### src/rtl/vr_pkg.sv
`timescale 1ns/1ps
package vr_pkg;

    typedef enum logic {
        PH_GATHER = 1'b0,
        PH_FOLD   = 1'b1
    } phase_e;

    typedef struct packed {
        logic take;    // chunk accepted this cycle
        logic fold;    // a halving step runs this cycle
        logic finish;  // this step is the final one
    } ctl_t;

    // active length after halving step 'step' (step 0 gives lanes/2)
    function automatic int half_len(input int lanes, input int step);
        return lanes >> (step + 1);
    endfunction

endpackage

### src/rtl/vr_lane_mask.sv
`timescale 1ns/1ps
module vr_lane_mask #(
    parameter int LANES = 8,
    parameter int DW    = 32,
    parameter int CW    = 4
) (
    input  logic [LANES*DW-1:0] data_i,
    input  logic                last_i,
    input  logic [CW-1:0]       count_i,
    output logic [LANES*DW-1:0] data_o
);
    for (genvar i = 0; i < LANES; i++) begin : g_lane
        localparam logic [CW-1:0] LANE_ID = CW'(i);
        logic keep;
        assign keep = !last_i || (LANE_ID < count_i);
        assign data_o[i*DW +: DW] = keep ? data_i[i*DW +: DW] : '0;
    end
endmodule

### src/rtl/vr_fold_step.sv
`timescale 1ns/1ps
module vr_fold_step import vr_pkg::*; #(
    parameter int LANES = 8,
    parameter int DW    = 32,
    parameter int SW    = 2
) (
    input  logic [LANES*DW-1:0] parts_i,
    input  logic [SW-1:0]       step_i,
    output logic [LANES*DW-1:0] parts_o
);
    localparam int AW = $clog2(LANES);

    logic [DW-1:0] pa [LANES];

    for (genvar i = 0; i < LANES; i++) begin : g_unpack
        assign pa[i] = parts_i[i*DW +: DW];
    end

    always_comb begin
        int h;
        h = half_len(LANES, int'(step_i));
        parts_o = '0;
        for (int j = 0; j < LANES; j++) begin
            if (j < h) begin
                parts_o[j*DW +: DW] = pa[AW'(j)] + pa[AW'(j + h)];
            end
        end
    end
endmodule

### src/rtl/vr_ctrl.sv
`timescale 1ns/1ps
module vr_ctrl import vr_pkg::*; #(
    parameter int STEPS = 3,
    parameter int SW    = 2
) (
    input  logic          clk,
    input  logic          rst,
    input  logic          in_valid,
    input  logic          in_last,
    output ctl_t          ctl,
    output logic [SW-1:0] step,
    output logic          busy
);
    phase_e        ph_q, ph_d;
    logic [SW-1:0] step_q, step_d;

    always_comb begin
        ctl    = '0;
        ph_d   = ph_q;
        step_d = step_q;
        case (ph_q)
            PH_GATHER: begin
                ctl.take = in_valid;
                if (in_valid && in_last) begin
                    ph_d   = PH_FOLD;
                    step_d = '0;
                end
            end
            PH_FOLD: begin
                ctl.fold = 1'b1;
                if (step_q == SW'(STEPS - 1)) begin
                    ctl.finish = 1'b1;
                    ph_d       = PH_GATHER;
                    step_d     = '0;
                end else begin
                    step_d = step_q + 1'b1;
                end
            end
            default: ph_d = PH_GATHER;
        endcase
    end

    always_ff @(posedge clk) begin
        if (rst) begin
            ph_q   <= PH_GATHER;
            step_q <= '0;
        end else begin
            ph_q   <= ph_d;
            step_q <= step_d;
        end
    end

    assign step = step_q;
    assign busy = (ph_q == PH_FOLD);
endmodule

### src/rtl/vec_reduce_unit.sv
`timescale 1ns/1ps
module vec_reduce_unit import vr_pkg::*; #(
    parameter int LANES = 8,
    parameter int DW    = 32,
    parameter int CW    = $clog2(LANES) + 1
) (
    input  logic                clk,
    input  logic                rst,
    input  logic                in_valid,
    input  logic                in_last,
    input  logic [CW-1:0]       in_count,
    input  logic [LANES*DW-1:0] in_data,
    output logic                busy,
    output logic                done,
    output logic [DW-1:0]       sum_out
);
    localparam int STEPS = $clog2(LANES);
    localparam int SW    = (STEPS > 1) ? $clog2(STEPS) : 1;

    ctl_t                ctl;
    logic [SW-1:0]       step;
    logic [LANES*DW-1:0] masked;
    logic [LANES*DW-1:0] accum;
    logic [LANES*DW-1:0] folded;
    logic [LANES*DW-1:0] parts_q;
    logic [DW-1:0]       sum_q;
    logic                done_q;

    vr_ctrl #(.STEPS(STEPS), .SW(SW)) u_ctrl (
        .clk      (clk),
        .rst      (rst),
        .in_valid (in_valid),
        .in_last  (in_last),
        .ctl      (ctl),
        .step     (step),
        .busy     (busy)
    );

    vr_lane_mask #(.LANES(LANES), .DW(DW), .CW(CW)) u_mask (
        .data_i  (in_data),
        .last_i  (in_last),
        .count_i (in_count),
        .data_o  (masked)
    );

    vr_fold_step #(.LANES(LANES), .DW(DW), .SW(SW)) u_fold (
        .parts_i (parts_q),
        .step_i  (step),
        .parts_o (folded)
    );

    // lane-wise accumulate: element i into partial i
    for (genvar i = 0; i < LANES; i++) begin : g_acc
        assign accum[i*DW +: DW] = parts_q[i*DW +: DW] + masked[i*DW +: DW];
    end

    always_ff @(posedge clk) begin
        if (rst) begin
            parts_q <= '0;
            sum_q   <= '0;
            done_q  <= 1'b0;
        end else begin
            done_q <= ctl.finish;
            if (ctl.take) begin
                parts_q <= accum;
            end else if (ctl.fold) begin
                if (ctl.finish) begin
                    sum_q   <= folded[DW-1:0];
                    parts_q <= '0;
                end else begin
                    parts_q <= folded;
                end
            end
        end
    end

    assign done    = done_q;
    assign sum_out = sum_q;
endmodule

### config.mk
export PLATFORM = sky130hd
export DESIGN_NAME = vec_reduce_unit
export DESIGN_NICKNAME = d
export VERILOG_FILES = /design/src/rtl/vr_pkg.sv /design/src/rtl/vr_lane_mask.sv /design/src/rtl/vr_fold_step.sv /design/src/rtl/vr_ctrl.sv /design/src/rtl/vec_reduce_unit.sv
export SDC_FILE = /design/constraint.sdc
export NUM_CORES = 2
export LEC_CHECK = 0
export BUFFER_PORTS_ARGS = -buffer_cell sky130_fd_sc_hd__clkbuf_2
export CORE_ASPECT_RATIO = 0.5
export CORE_MARGIN = 5
export CORE_UTILIZATION = 55
export DETAILED_ROUTE_END_ITERATION = 8
export GPL_TIMING_DRIVEN = 0
export HOLD_SLACK_MARGIN = 0.1
export PLACE_DENSITY = 0.71
export SYNTH_ARGS = -nofsm -noshare
export SYNTH_HDL_FRONTEND = slang
export SYNTH_SLANG_ARGS = --single-unit
export TNS_END_PERCENT = 20
### constraint.sdc
create_clock -name clk -period 7 [get_ports clk]
set_input_delay 1.05 -clock clk [delete_from_list [all_inputs] [get_ports clk]]
set_output_delay 1.05 -clock clk [all_outputs]
set_load 0.02 [all_outputs]
==> results_dict.tcl <==
set metrics [dict create \
    layout_common_cells "452 x a21oi_1, 408 x ha_1, 356 x nor2_1" \
    status "finished, violations left" \
    root_buffer "clkbuf_16" \
    wire_per_inst_um 30.1 \
    ant_nets 0 \
    layout.nets 5535 \
    rows 67 \
    period_needed_ps 6710 \
    vias_per_cell 6.93 \
    r2r_setup_slack_ps 290 \
    failed_checks "max-capacitance violations, max-slew violations" \
    gp_congestion 1.12 \
    cp-endpoint "sum_out[30]$_SDFFE_PP0P_" \
    cts_max_level 2 \
    place.port_buffers 297 \
    grtUsageTotal 0.451 \
    post_synth_num_cell_types 95 \
    crit_type "flop to flop" \
    ir_drop_v 0.000149 \
    powerDensity_nw_per_um2 222 \
    layout-drive-gt1-share 0.161 \
    synthToLayoutAreaGrowth_pct 10.1 \
    worst_setup_path_end_kind "flop" \
    synth_seq_cells 292 \
    hold_buffers 0 \
    grt_max_degree 14 \
    grt_remaining_overflow 0 \
    maxCapViolations 5 \
    r2r_cells 18 \
    antenna_found_initial 8 \
    wl_um 174000 \
    dieArea_sq_um 73400 \
    fillCellCount 6114 \
    cp-start-kind "flop" \
    grt_pass1_wl_um 243000 \
    max-clock-path-buffers 3 \
    startpoint "u_ctrl.step[0]$_SDFFE_PP0P_" \
    syn_area_per_cell_sq_um 8.25 \
    ys.flop_type "dfxtp_1" \
    slew_viol_final 55 \
    synthCells 4518 \
    initial_utilization 0.556 \
    cp_max_fo 10 \
    place_inst 5713 \
    tns_ps 0 \
    fp.dieH_um 194 \
    coreArea_sq_um 67100 \
    dr.first_iter.drc_count 5809 \
    mostFrequentLayoutCell "a21oi_1" \
    clkSlewWorstSetupHoldPaths_ps 70 \
    dieWidth_um 378 \
    worst_clock_skew_ps 28.5 \
    io_pins 298 \
    r2r-end "sum_out[30]$_SDFFE_PP0P_" \
    relSlewSlack -0.0683 \
    worst-endpoint-arrival_ps 7160 \
    setup_violations 0 \
    hp-class "flop to flop" \
    worst-slew-pin-transition_ps 1600 \
    post-route-period-util 0.959 \
    clkSinkCount 292 \
    syn_nets 5202 \
    utilization 0.612 \
    cts_tree "built" \
    layoutNonFillerInstCount 5786 \
    rsz0062_at_grt "false" \
    required_ps 7440 \
    synth_area_sq_um 37300 \
    drc 0 \
    grt_pass1_vias 36600 \
    cts_buffers 34 \
    synth_edf_count 0 \
    yosys_warnings 0 \
    vias 40100 \
    synthArstFlopShare 0 \
    dp_hpwl_um 141000 \
    max_clock_freq_ghz 0.149 \
    regToRegStartpoint "u_ctrl.step[0]$_SDFFE_PP0P_" \
    first_pass_iters 9 \
    yosysSeqAreaShare 0.157 \
    leakagePower_nw 18.9 \
    hold_viol 0 \
    clock_latency_ps 580 \
]
## through the flow
step	area [sq um]	power, W	setup WS, ps	hold slack [ps]
after floorplan	37300	0.00552	1540	452
after global placement	39900	0.00682	217	441
after detailed placement	39900	0.00692	62.2	448
after global routing	41000	0.00946	79.1	501
after CTS	41000	0.00880	40.0	456
final	41000	0.00912	288	457
## state kept, by name (all words and copies together), names as in the netlist
signal,count
parts_q,256
sum_out,32
u_ctrl.step,2
done,1
u_ctrl.busy,1
## repair_timing
item / 4_1_cts / 5_1_grt
resized for setup: 0 / 3
endpoints found under the setup margin: 0 / 10
setup buffers: 0 / 0
endpoints found under the hold margin: 0 / 0
## worst min path at each step
stage / from / end / slack (ps) / cells past startpoint
after floorplan: parts_q[181]$_SDFFE_PP0P_ / parts_q[181]$_SDFFE_PP0P_ / 450 / 2
after global placement: sum_out[31]$_SDFFE_PP0P_ / sum_out[31]$_SDFFE_PP0P_ / 440 / 2
after detailed placement: sum_out[31]$_SDFFE_PP0P_ / sum_out[31]$_SDFFE_PP0P_ / 450 / 2
after CTS: sum_out[31]$_SDFFE_PP0P_ / sum_out[31]$_SDFFE_PP0P_ / 460 / 2
after global routing: sum_out[31]$_SDFFE_PP0P_ / sum_out[31]$_SDFFE_PP0P_ / 500 / 2
final: sum_out[31]$_SDFFE_PP0P_ / sum_out[31]$_SDFFE_PP0P_ / 460 / 2
## critical path, cell delays in order, from the launching register on
cell	delay, ps
dfxtp_1	360
inv_1	160
ha_1	250
clkbuf_1	620
clkbuf_1	470
clkbuf_1	700
mux2_2	430
mux4_2	600
ha_1	370
a21oi_1	200
nand2_1	120
a21oi_1	290
a211oi_1	210
a311oi_1	530
a211oi_1	230
o31ai_1	440
nand2b_1	130
mux2i_1	140
a221o_1	320
## routing by layer
| layer | vias to the layer above | wire length (um) | GRT usage |
|---|---|---|---|
| met5 | - | 354 | 0.0124 |
| met2 | 2936 | 65400 | 0.607 |
| met4 | 6 | 7870 | 0.167 |
| met1 | 19100 | 66800 | 0.583 |
| li1 | 17600 | - | - |
| met3 | 447 | 33800 | 0.273 |
## layout make-up
cell class | instances | area, sq um | share of cell area
well taps | 897 | 1120 | 0.0274
inverters | 80 | 300 | 0.00732
clock buffers | 46 | 957 | 0.0233
multi-input cells | 3931 | 30300 | 0.739
plain buffers | 214 | 817 | 0.0199
diodes | 15 | 37.5 | 0.000915
repair buffers | 298 | 1500 | 0.0366
clock inverters | 13 | 130 | 0.00317
flip-flops and latches | 292 | 5850 | 0.142
## cells in the mapped netlist (15+ instances only)
library cell,number,share of area
a211oi_1,50,0.010
a21o_1,204,0.041
a21oi_1,452,0.061
a221oi_1,19,0.0045
a22o_1,28,0.0066
a22oi_1,29,0.0058
a31oi_1,42,0.0070
and2_1,199,0.033
and3_1,46,0.0077
buf_1,34,0.0034
clkbuf_1,180,0.018
dfxtp_1,292,0.16
ha_1,408,0.14
inv_1,79,0.0080
mux2_2,248,0.075
mux2i_1,71,0.019
mux4_2,132,0.080
nand2_1,287,0.029
nand2b_1,50,0.0084
nand3_1,74,0.0099
nand4_1,32,0.0054
nor2_1,356,0.036
nor2b_1,117,0.020
nor3_1,116,0.016
o211ai_1,34,0.0068
o21a_1,59,0.012
o21ai_0,208,0.028
o21ai_1,25,0.0034
o21bai_1,41,0.0083
o22ai_1,19,0.0032
o31ai_1,15,0.0030
or3_1,18,0.0030
xnor2_1,176,0.041
xor2_1,131,0.031
## report_power, final
group / switching [W] / internal (W) / leakage [nW]
logic: 0.00275 / 0.00197 / 15.9
registers: 0.000608 / 0.00188 / 2.40
clock network: 0.000866 / 0.00104 / 0.530
total: 0.00423 / 0.00489 / 18.9
## logic make-up (layout without fill, tap and decap cells)
family,after synthesis,in the layout,synth area share
AOI/OAI and AO/OA,1384,1384,0.241
xor gates and xnor gates,307,307,0.0721
adders and majority gates,420,420,0.143
buffers and inverters,295,651,0.0297
DFF,292,292,0.157
muxes,451,451,0.174
other,0,15,0
and+or+nand+nor,1369,1369,0.183
No activity file was read; power rests on OpenSTA's default activity.
